## src/rtl/vint_pkg.sv

```systemverilog
package vint_pkg;
   localparam int NUM_SRC  = 7;
   localparam int NUM_CLS  = 3;
   localparam int NUM_WIN  = 8;
   localparam int SRC_IRQ  = 0;
   localparam int SRC_FIQ  = 1;
   localparam int SRC_ABT  = 2;
   localparam int SRC_VIRQ = 3;
   localparam int SRC_VFIQ = 4;
   localparam int SRC_RST  = 5;
   localparam int SRC_SEV  = 6;
   localparam logic [NUM_SRC-1:0] VIRT_BITS =
      (NUM_SRC'(1) << SRC_VIRQ) | (NUM_SRC'(1) << SRC_VFIQ);
endpackage

```

## src/rtl/vint_flags.sv

```systemverilog
module vint_flags
   import vint_pkg::*;
#(
   parameter int NUM_W = 4,
   parameter int SUB_W = 2
) (
   input  logic               clk,
   input  logic               rst,
   input  logic               post_en,
   input  logic [NUM_W-1:0]   post_num,
   input  logic [SUB_W-1:0]   post_sub,
   input  logic               clr_en,
   input  logic [NUM_W-1:0]   clr_num,
   input  logic [SUB_W-1:0]   clr_sub,
   input  logic               clr_all,
   output logic [NUM_SRC-1:0] flags,
   output logic               err_pulse
);
   localparam logic [NUM_W-1:0] LAST = NUM_W'(NUM_SRC - 1);

   logic post_good, clr_good, post_bad, clr_bad;

   assign post_good = (post_num <= LAST) && (post_sub == '0);
   assign clr_good  = (clr_num  <= LAST) && (clr_sub  == '0);
   assign post_bad  = post_en && !post_good;
   assign clr_bad   = clr_en  && !clr_good;

   for (genvar k = 0; k < NUM_SRC; k++) begin : g_bit
      logic set_k, kill_k;
      assign set_k  = post_en && post_good && (post_num == NUM_W'(k));
      assign kill_k = clr_en  && clr_good  && (clr_num  == NUM_W'(k));
      always_ff @(posedge clk) begin
         if (rst || clr_all)  flags[k] <= 1'b0;
         else if (kill_k)     flags[k] <= 1'b0;
         else if (set_k)      flags[k] <= 1'b1;
      end
   end

   always_ff @(posedge clk) begin
      if (rst) err_pulse <= 1'b0;
      else     err_pulse <= post_bad || clr_bad;
   end
endmodule

```

## src/rtl/vint_gate.sv

```systemverilog
module vint_gate
   import vint_pkg::*;
(
   input  logic [NUM_CLS-1:0] mask,
   input  logic [NUM_CLS-1:0] route,
   input  logic [NUM_CLS-1:0] hv_set,
   input  logic [NUM_CLS-1:0] vflag,
   input  logic               sec_state,
   input  logic               hyp_mode,
   output logic [NUM_CLS-1:0] present,
   output logic [NUM_CLS-1:0] routed,
   output logic [NUM_CLS-1:0] allowed
);
   logic guest_ok;
   assign guest_ok = !sec_state && !hyp_mode;

   for (genvar c = 0; c < NUM_CLS; c++) begin : g_cls
      assign present[c] = hv_set[c] || vflag[c];
      assign routed[c]  = route[c] && guest_ok;
      assign allowed[c] = routed[c] && !mask[c];
   end
endmodule

```

## src/rtl/vint_prio.sv

```systemverilog
module vint_prio #(
   parameter int N = 8,
   localparam int W = (N > 1) ? $clog2(N) : 1
) (
   input  logic [N-1:0] cand,
   output logic         valid,
   output logic [W-1:0] code
);
   always_comb begin
      code = '0;
      for (int i = N - 1; i >= 0; i--) begin
         if (cand[i]) code = W'(i);
      end
   end
   assign valid = |cand;
endmodule

```

## src/rtl/vint_select.sv

```systemverilog
module vint_select
   import vint_pkg::*;
#(
   parameter int NUM_W = 4,
   parameter int SUB_W = 2
) (
   input  logic             clk,
   input  logic             rst,
   input  logic             post_en,
   input  logic [NUM_W-1:0] post_num,
   input  logic [SUB_W-1:0] post_sub,
   input  logic             clr_en,
   input  logic [NUM_W-1:0] clr_num,
   input  logic [SUB_W-1:0] clr_sub,
   input  logic             clr_all,
   input  logic             mask_i,
   input  logic             mask_f,
   input  logic             mask_a,
   input  logic             rt_imo,
   input  logic             rt_fmo,
   input  logic             rt_amo,
   input  logic             hv_vi,
   input  logic             hv_vf,
   input  logic             hv_va,
   input  logic             sec_state,
   input  logic             hyp_mode,
   input  logic             take_irq_ok,
   input  logic             take_fiq_ok,
   input  logic             take_abt_ok,
   output logic             take_req,
   output logic [2:0]       take_code,
   output logic             wfi_wake,
   output logic [2:0]       stat_view,
   output logic             err_pulse
);
   if (NUM_W < 3) begin : g_bad_num
      $error("NUM_W must hold source numbers up to %0d", NUM_SRC - 1);
   end
   if (SUB_W < 1) begin : g_bad_sub
      $error("SUB_W must be at least 1");
   end

   logic [NUM_SRC-1:0] flags;
   logic [NUM_CLS-1:0] present, routed, allowed, phys;
   logic [NUM_WIN-1:0] cand;

   vint_flags #(.NUM_W(NUM_W), .SUB_W(SUB_W)) u_flags (
      .clk(clk), .rst(rst),
      .post_en(post_en), .post_num(post_num), .post_sub(post_sub),
      .clr_en(clr_en), .clr_num(clr_num), .clr_sub(clr_sub),
      .clr_all(clr_all), .flags(flags), .err_pulse(err_pulse)
   );

   vint_gate u_gate (
      .mask     ({mask_a, mask_f, mask_i}),
      .route    ({rt_amo, rt_fmo, rt_imo}),
      .hv_set   ({hv_va, hv_vf, hv_vi}),
      .vflag    ({1'b0, flags[SRC_VFIQ], flags[SRC_VIRQ]}),
      .sec_state(sec_state),
      .hyp_mode (hyp_mode),
      .present  (present),
      .routed   (routed),
      .allowed  (allowed)
   );

   assign phys = {flags[SRC_ABT], flags[SRC_FIQ], flags[SRC_IRQ]};

   assign cand = {
      flags[SRC_SEV],
      flags[SRC_RST],
      present[2] && allowed[2],
      flags[SRC_ABT] && take_abt_ok,
      present[1] && allowed[1],
      flags[SRC_FIQ] && take_fiq_ok,
      present[0] && allowed[0],
      flags[SRC_IRQ] && take_irq_ok
   };

   vint_prio #(.N(NUM_WIN)) u_prio (
      .cand (cand),
      .valid(take_req),
      .code (take_code)
   );

   assign wfi_wake = (|(flags & ~VIRT_BITS)) || (|(present & routed));

   for (genvar c = 0; c < NUM_CLS; c++) begin : g_view
      assign stat_view[c] = routed[c] ? present[c] : phys[c];
   end
endmodule

```

## config.mk

```make
export PLATFORM = sky130hd
export DESIGN_NAME = vint_select
export DESIGN_NICKNAME = d
export VERILOG_FILES = /design/src/rtl/vint_pkg.sv /design/src/rtl/vint_flags.sv /design/src/rtl/vint_gate.sv /design/src/rtl/vint_prio.sv /design/src/rtl/vint_select.sv
export SDC_FILE = /design/constraint.sdc
export NUM_CORES = 1
export LEC_CHECK = 0
export BUFFER_PORTS_ARGS = -buffer_cell sky130_fd_sc_hd__buf_2
export CAP_MARGIN = 5
export CORE_MARGIN = 8
export CORE_UTILIZATION = 26
export CTS_CLUSTER_SIZE = 14
export DETAILED_ROUTE_END_ITERATION = 6
export PLACE_DENSITY = 0.56
export SLEW_MARGIN = 20
export SYNTH_ARGS = -nofsm -noshare
export SYNTH_HDL_FRONTEND = slang
export SYNTH_SLANG_ARGS = --single-unit
```

## constraint.sdc

```tcl
create_clock -name clk -period 1.6 [get_ports clk]
set_input_delay 0.32 -clock clk [delete_from_list [all_inputs] [get_ports clk]]
set_output_delay 0.32 -clock clk [all_outputs]
set_load 0.03 [all_outputs]
```

# == Yosys cells after proc, flatten, opt, wreduce, memory -nomap -nowiden ==
# Cells that the tools add are included.
# op_classes
addsub,0
mul,0
div,0
magnitude_cmp,2
n_eq_ne,12
shift,0
muxes,11
n_bitwise,1
n_reduce_logical,59
# op_table
cell,n
1-bit logical AND,33
4-bit by 3-bit == test with 1-bit output (second input constant),6
3-bit 2-to-1 mux,8
4-bit by 2-bit == test with 1-bit output (second input constant),4
2-bit OR reduction,7
4-bit by 1-bit == test with 1-bit output (second input constant),2
4-bit by 3-bit <= comparator with 1-bit output (second input constant),2
4-bit zero test,2
8-bit OR reduction,1
1-bit zero test,7
1-bit logical OR,5
5-bit OR reduction,1
2-bit zero test,2
3-bit bitwise AND,1
1-bit 2-to-1 mux,3
3-bit OR reduction,1
# word_totals
ff_bits,8
latch_bits,0
ram_bits,0
mem_bits_ro,0
elab_cells,93
mem_count,0

# == Longest topological paths before layout ==
# Gate-level depths: netlist of the first run.
# logic_depth
ltp_word,11
depth_mapped,4
depth_no_buf,4

# == Modules after synthesis ==
# A second synthesis of the first run with hierarchy kept.
# hier_totals
hier_cells,79
hier_area_um2,651.9
# by_module_without_submodules
module,instances,cells_per_inst,area_per_inst_um2,seq_area_each_um2
vint_flags,1,40,400.4,160.2
vint_select,1,17,102.6,0.0
vint_prio,1,13,81.3,0.0
vint_gate,1,9,67.6,0.0

# == Least setup slack after synthesis of the first run ==
# No wires, ideal clock.
# synth_path
path_type,input port to output port
from,input hyp_mode
to,output take_code[1]
arrival_time_ns,1.529
t_required_ns,1.280
path_slack_ns,-0.249
stages,3
path_cell_list,or2_4 or3_1 a31oi_1
# synth_via
elab_chain_cells,11
# synth_lines
item,line_no,source
from (decl),vint_select.sv:26,"input logic hyp_mode,"
1-bit zero test *,vint_gate.sv:15,assign guest_ok = !sec_state && !hyp_mode;
1-bit logical AND *,vint_gate.sv:15,
1-bit logical AND,vint_gate.sv:19,assign routed[c] = route[c] && guest_ok;
1-bit logical AND,vint_gate.sv:20,assign allowed[c] = routed[c] && !mask[c];
1-bit logical AND,vint_select.sv:71,"present[2] && allowed[2],"
3-bit 2-to-1 mux (4 in series),vint_prio.sv:12,if (cand[i]) code = W'(i);
3-bit 2-to-1 mux * (2 in series),vint_prio.sv:12,
to (decl),vint_select.sv:31,"output logic [2:0] take_code,"
# Every way passes the cells marked *; elsewhere a longest branch is shown, timed or not.

# == Worst setup path after layout of the first run ==
# layout_path
from,input hyp_mode
to,output take_code[2]
# The elaborated chain is that of the path after synthesis.

==> results.cfg, run 1 <==
[outcome]
outcome = complete, but fails checks
failing_checks = setup timing

[route]
drt_pre_antenna_iters = 4
via_count = 813
routed_via_density = 5.15
finalWirelength_mm = 2.06
post_drt_wl_per_cell_um = 13.0
drt_iter0_markers = 17
drt.antenna.violating_nets = 0
drc = 0

[synthesis]
syn-cell-area_um2 = 603
ys_warn_count = 0
post_synth_num_cell_types = 29
synth.yosys.seq_area_share_pct = 26.6
syn_area_per_cell_um2 = 7.27
postSynthCellCount = 83
synth.net_count = 114
yosys_register_bits = 8

[timing]
final.setup.tns_ns = -0.693
fin_ws_ns = -0.196
report.final.slew_viol_count = 0
maxClockFrequency_ghz = 0.557
final_period_minus_worst_setup_slack_ns = 1.80
report.final.hold_viol_count = 0
clock_tree_skew_after_final_layout_ns = 0
layout_worst_path_cycle_share_pct = 112
worst_slew_margin_rel_pct = 71.8
max_slew.worst_pin.slew_ns = 0.420
setup_violations = 4
unrepaired_setup_endpoints_after_global_routing = true

[cells_and_area]
ratio_of_cells_with_drive_above_1_in_the_final_layout_pct = 48.5
filler_cell_count = 240
area_delta_synth_final_pct = 58.5
diodes = 0
finalNetCount = 163

[worst_setup_path]
critical-path-max-stage-delay_ns = 0.37
rr_worst_depth = 3
crit_slowest_cell = sky130_fd_sc_hd__or3_4
timing.reg2reg.setup_slack_ns = 0.80
arrival_time_of_data_at_the_critical_path_endpoint_ns = 1.48
reg2reg_from = u_flags.flags[4]$_SDFFE_PP0P_
cp.required_ns = 1.28
critical_path.endpoint_type = primary output
timing.rr.end = u_flags.flags[4]$_SDFFE_PP0P_
cp_cell_sequence = buf_6, or2_4, or3_4, and3_4, and2_4, buf_6
criticalPathCategory = input port to primary output
cp_max_fo = 4
worstSetupStartpointType = input port
cpMostUsedCell = sky130_fd_sc_hd__buf_6

[hold_path]
min_path_type = input port to flip-flop
timing.hold.worst_path_depth = 2
hold_path.startpoint = rst
min_delay_worst_endpoint = u_flags.err_pulse$_SDFF_PP0_

[run]
maxCapViolations = 0

[clock_tree]
cts-hold-fix-buffers = 0
cts_setup_buffers = 0
clkLatencyLatePin_ns = 0.25
cts_max_level = 1
tritoncts = done
cts.sinks = 8
tritoncts.num_buffers = 3
maximum_buffer_depth_of_the_clock_tree = 2
cts.clk_slew.worst_paths_ns = 0.06
buffer_type_at_the_clock_tree_root = sky130_fd_sc_hd__clkbuf_4

[pwr]
cell_internal_pwr_uw = 356
combPwrFrac_pct = 28.6
leakagePower_uw = 0.000438
pwr_density_cell_nw_per_um2 = 528
irDropWorstVdd_uv = 370
net-switching-power_uw = 148
sw_ratio_pct = 29.4
power_frac_clock_pct = 31.3
share_seq_of_total_power_pct = 40.1

[placement]
io_buffers = 39
worst_setup_slack_before_clock_tree_synthesis_ns = -0.276
place.detailed.hpwl_mm = 1.76
gp_congestion = 0.794

[global_route]
gr-usage-all-layers_pct = 9.90
initial_antenna_violation_count = 0
grt_first_pass_wirelength_mm = 3.44
grt_overflow = 0
vias_in_the_first_global_route = 805
grt_max_degree = 8

[die]
core.rowCount = 17
initial_core_util_pct = 27.3
floorplan.die.height_um = 64.2
core_area_um2 = 2210
die_width_um = 64.2
die-area_um2 = 4120
num_io_pins = 40
how the worst max path moves through the flow:
stage	from	endpoint	cells after the start
finish	hyp_mode	take_code[2]	6
global route	hyp_mode	take_code[2]	6
CTS	sec_state	take_code[2]	6
detailed placement	hyp_mode	take_code[2]	6
global placement	hyp_mode	take_code[2]	6
floorplan	hyp_mode	take_req	4
critical path: cells and delay by family:
| family | cells | cell delay, ns |
|---|---|---|
| simple gates | 4 | 0.93 |
| buf+inv | 2 | 0.22 |
per-stage QoR:
stage          hold WS, ns  cells  power, µW  util, %  area, µm²
2_1_floorplan        0.389     83        271        -        617
3_3_place_gp         0.486    155        339     40.2        888
3_5_place_dp         0.488    155        342     40.2        888
4_1_cts              0.211    158        505     42.6        943
5_1_grt              0.222    158        530     43.2        956
6_report             0.211    158        504     43.2        956
cell usage after synthesis:
library cell | number | area share [%]
sky130_fd_sc_hd__or2_4 | 1 | 1.5
sky130_fd_sc_hd__nand3_1 | 3 | 2.5
sky130_fd_sc_hd__inv_1 | 3 | 1.9
sky130_fd_sc_hd__a31oi_1 | 4 | 4.1
sky130_fd_sc_hd__and3_4 | 1 | 1.9
sky130_fd_sc_hd__nand2_1 | 9 | 5.6
sky130_fd_sc_hd__a32o_1 | 1 | 1.7
sky130_fd_sc_hd__nand4_1 | 1 | 1.0
sky130_fd_sc_hd__o41ai_1 | 2 | 2.9
sky130_fd_sc_hd__nor4_2 | 1 | 2.1
sky130_fd_sc_hd__and2_1 | 1 | 1.0
sky130_fd_sc_hd__nand2b_1 | 2 | 2.1
sky130_fd_sc_hd__a311oi_1 | 3 | 4.4
sky130_fd_sc_hd__or3_1 | 1 | 1.0
sky130_fd_sc_hd__o211ai_1 | 1 | 1.2
sky130_fd_sc_hd__or2_2 | 1 | 1.0
sky130_fd_sc_hd__nor2b_1 | 2 | 2.1
sky130_fd_sc_hd__clkbuf_1 | 1 | 0.62
sky130_fd_sc_hd__dfxtp_1 | 8 | 27
sky130_fd_sc_hd__o21ai_1 | 3 | 2.5
sky130_fd_sc_hd__or3_4 | 2 | 3.7
sky130_fd_sc_hd__nor2_1 | 6 | 3.7
sky130_fd_sc_hd__nor4b_2 | 1 | 2.5
sky130_fd_sc_hd__nor3_1 | 8 | 6.6
sky130_fd_sc_hd__a21oi_1 | 10 | 8.3
sky130_fd_sc_hd__nor4b_1 | 1 | 1.5
sky130_fd_sc_hd__and2_2 | 1 | 1.2
sky130_fd_sc_hd__o21ai_0 | 2 | 1.7
sky130_fd_sc_hd__and3_1 | 3 | 3.1
layer usage:
metal | GRT usage (%) | vias to the layer above | wire, µm
met5 | 0 | - | 0
met4 | 4.09 | 0 | 30
met3 | 4.01 | 5 | 219
met2 | 16.2 | 37 | 918
met1 | 11.2 | 358 | 889
li1 | - | 413 | -
power by group through the flow:
stage	registers, µW	logic [µW]	clock network, µW
2_1_floorplan	211	60.1	0
5_1_grt	203	158	170
4_1_cts	202	143	160
6_report	202	144	158
3_3_place_gp	207	132	0
3_5_place_dp	207	135	0
cells by family after synthesis:
family	synth area share, %
AND/OR/NAND/NOR	44.2
buffers and inverters	2.49
AO/OA/AOI/OAI	26.8
flip-flops	26.6
area by class of cell:
| type | instances | area, µm² | share of cell area, % |
|---|---|---|---|
| tap | 28 | 35.0 | 3.66 |
| inverter | 3 | 11.3 | 1.18 |
| multi-input combinational | 71 | 447 | 46.7 |
| clock buffer | 3 | 22.5 | 2.36 |
| timing repair buffer | 45 | 278 | 29.1 |
| sequential | 8 | 163 | 17.0 |
flip-flops by register name (all words and copies together) (netlist names):
name and cells:
u_flags.flags 7, u_flags.err_pulse 1
what timing repair did:
item / in CTS / in global routing
endpoints found under the hold margin: 0 / 0
cloned: 0 / 0
gates resized for setup: 10 / 4
setup endpoints to repair: 4 / 5
pin swaps: 6 / 6
cell usage in the layout (no fill, tap or decap), drive strengths merged:
cell type and instances:
and2 2, nand2b 2, nor3 8, nand4 1, or2 2, inv 3, a311oi 3, nor2b 2
a31oi 4, nor4b 2, nand2 9, o41ai 2, buf 45, o21ai 5, nor2 6, or3 3
dfxtp 8, clkbuf 3, nand3 3, and3 4, nor4 1, o211ai 1, a21oi 10, a32o 1
Power figures use the tool's default switching activity.
==> inputs of run 2 (changes only) <==
MAX_ROUTING_LAYER = met4   (was default)
==> results.cfg, run 2 (synthesized netlist as in run 1, its figures left out) <==
[timing]
final_period_minus_worst_setup_slack_ns = 1.80
hold_slack_ns = 0.211
max_slew.worst_pin.slew_ns = 0.420
clock_tree_skew_after_final_layout_ns = 0
worst_slew_margin_rel_pct = 71.8
report.final.hold_viol_count = 0
setup_violations = 4
fin_ws_ns = -0.196
unrepaired_setup_endpoints_after_global_routing = true
report.final.slew_viol_count = 0
layout_worst_path_cycle_share_pct = 112
maxClockFrequency_ghz = 0.557

[worst_setup_path]
cp_max_fo = 4
arrival_time_of_data_at_the_critical_path_endpoint_ns = 1.48
startpoint = hyp_mode
worstSetupStartpointType = input port
critical_path.endpoint_type = primary output
criticalPathCategory = input port to primary output
cp.required_ns = 1.28
reg2reg_from = u_flags.flags[4]$_SDFFE_PP0P_

[placement]
io_buffers = 39
dpl-instance-area_um2 = 888
gp_congestion = 0.805
place.detailed.hpwl_mm = 1.76

[cells_and_area]
max_reg_flops = 7
final_design_area_excluding_fillers_um2 = 956
largest-register = u_flags.flags
diodes = 0
layout.cells.most_common = sky130_fd_sc_hd__buf_2
layout_top_registers = u_flags.flags: 7 flops, u_flags.err_pulse: 1 flops
ratio_of_cells_with_drive_above_1_in_the_final_layout_pct = 48.5
area_delta_synth_final_pct = 58.5
finalNetCount = 163
layout.cells.most_common_list = sky130_fd_sc_hd__buf_2 (33), sky130_fd_sc_hd__a21oi_1 (10), sky130_fd_sc_hd__nand2_1 (9)

[pwr]
power.total_uw = 504
irDropWorstVdd_uv = 370
pwr_density_cell_nw_per_um2 = 528
leakagePower_uw = 0.000438

[global_route]
initial_antenna_violation_count = 0
gr-usage-all-layers_pct = 10.2
vias_in_the_first_global_route = 805
grt_max_degree = 8
grt_overflow = 0
grt_first_pass_wirelength_mm = 3.44

[die]
die_width_um = 64.2
core_area_um2 = 2210
floorplan.die.height_um = 64.2
initial_core_util_pct = 27.3
core.rowCount = 17
num_io_pins = 40
die-area_um2 = 4120

[route]
routed_via_density = 5.15
drt_pre_antenna_iters = 4
drt.antenna.violating_nets = 0
drt_iter0_markers = 17
finalWirelength_mm = 2.06
drc = 0
post_drt_wl_per_cell_um = 13.0
via_count = 813

[clock_tree]
buffer_type_at_the_clock_tree_root = sky130_fd_sc_hd__clkbuf_4
tritoncts.num_buffers = 3
clkLatencyLatePin_ns = 0.25
cts_max_level = 1
maximum_buffer_depth_of_the_clock_tree = 2
tritoncts = done
cts.clk_slew.worst_paths_ns = 0.06
cts.sinks = 8
cts-hold-fix-buffers = 0

[hold_path]
min_path_type = input port to flip-flop
hold_path.startpoint = rst

[outcome]
outcome = complete, but fails checks
failing_checks = setup timing

[run]
maxCapViolations = 0
## run 2: cell counts in the layout (fill, tap and decap cells not counted)
No cell type changed its count.
## run 2: final cells by class
class	count	area (µm²)
inverter	3	11.3
tap	28	35.0
clock buffer	3	22.5
timing repair buffer	45	278
multi-input combinational	71	447
fill	240	1260
sequential	8	163
## run 2: routing by layer
| layer | GRT usage (%) | wire length [µm] |
|---|---|---|
| met2 | 16.2 | 918 |
| met3 | 3.66 | 205 |
| met5 | - | 0 |
| met4 | 4.09 | 31 |
| met1 | 11.4 | 904 |
## run 2: critical path, stage by stage
cell and delay (ns):
sky130_fd_sc_hd__buf_6 0.09, sky130_fd_sc_hd__or2_4 0.25, sky130_fd_sc_hd__or3_4 0.37, sky130_fd_sc_hd__and3_4 0.18, sky130_fd_sc_hd__and2_4 0.13, sky130_fd_sc_hd__buf_6 0.13
## run 2: report_power, final
part / switching, µW / internal [µW]
clock network: 71.8 / 86.0
logic: 75.6 / 68.4
registers: 0.752 / 202
total: 148 / 356
## run 2: stage by stage
step | worst slack (ns) | setup TNS (ns) | std cells | util (%)
finish | -0.196 | -0.693 | 158 | 43.2
global route | -0.218 | -0.807 | 158 | 43.2
CTS | -0.222 | -0.762 | 158 | 42.6
detailed placement | -0.276 | -0.935 | 155 | 40.2
global placement | -0.265 | -0.878 | 155 | 40.2
floorplan | -0.0573 | -0.165 | 83 | -
## run 2: path summary, 6_finish.rpt
path / endpoint / slack, ns / depth (start not counted)
worst max-delay path: take_code[2] / -0.20 / 6
worst min-delay path: u_flags.err_pulse$_SDFF_PP0_ / 0.21 / 2
worst max register to register: u_flags.flags[4]$_SDFFE_PP0P_ / 0.80 / 3
worst min register to register: u_flags.flags[2]$_SDFFE_PP0P_ / 0.56 / 2
## run 2: repair_timing
| item | CTS | global route |
|---|---|---|
| endpoints found under the setup margin | 4 | 5 |
| setup buffers | 0 | 0 |
| hold endpoints to repair | 0 | 0 |
| pin swaps | 6 | 6 |
| gates resized for setup | 10 | 4 |
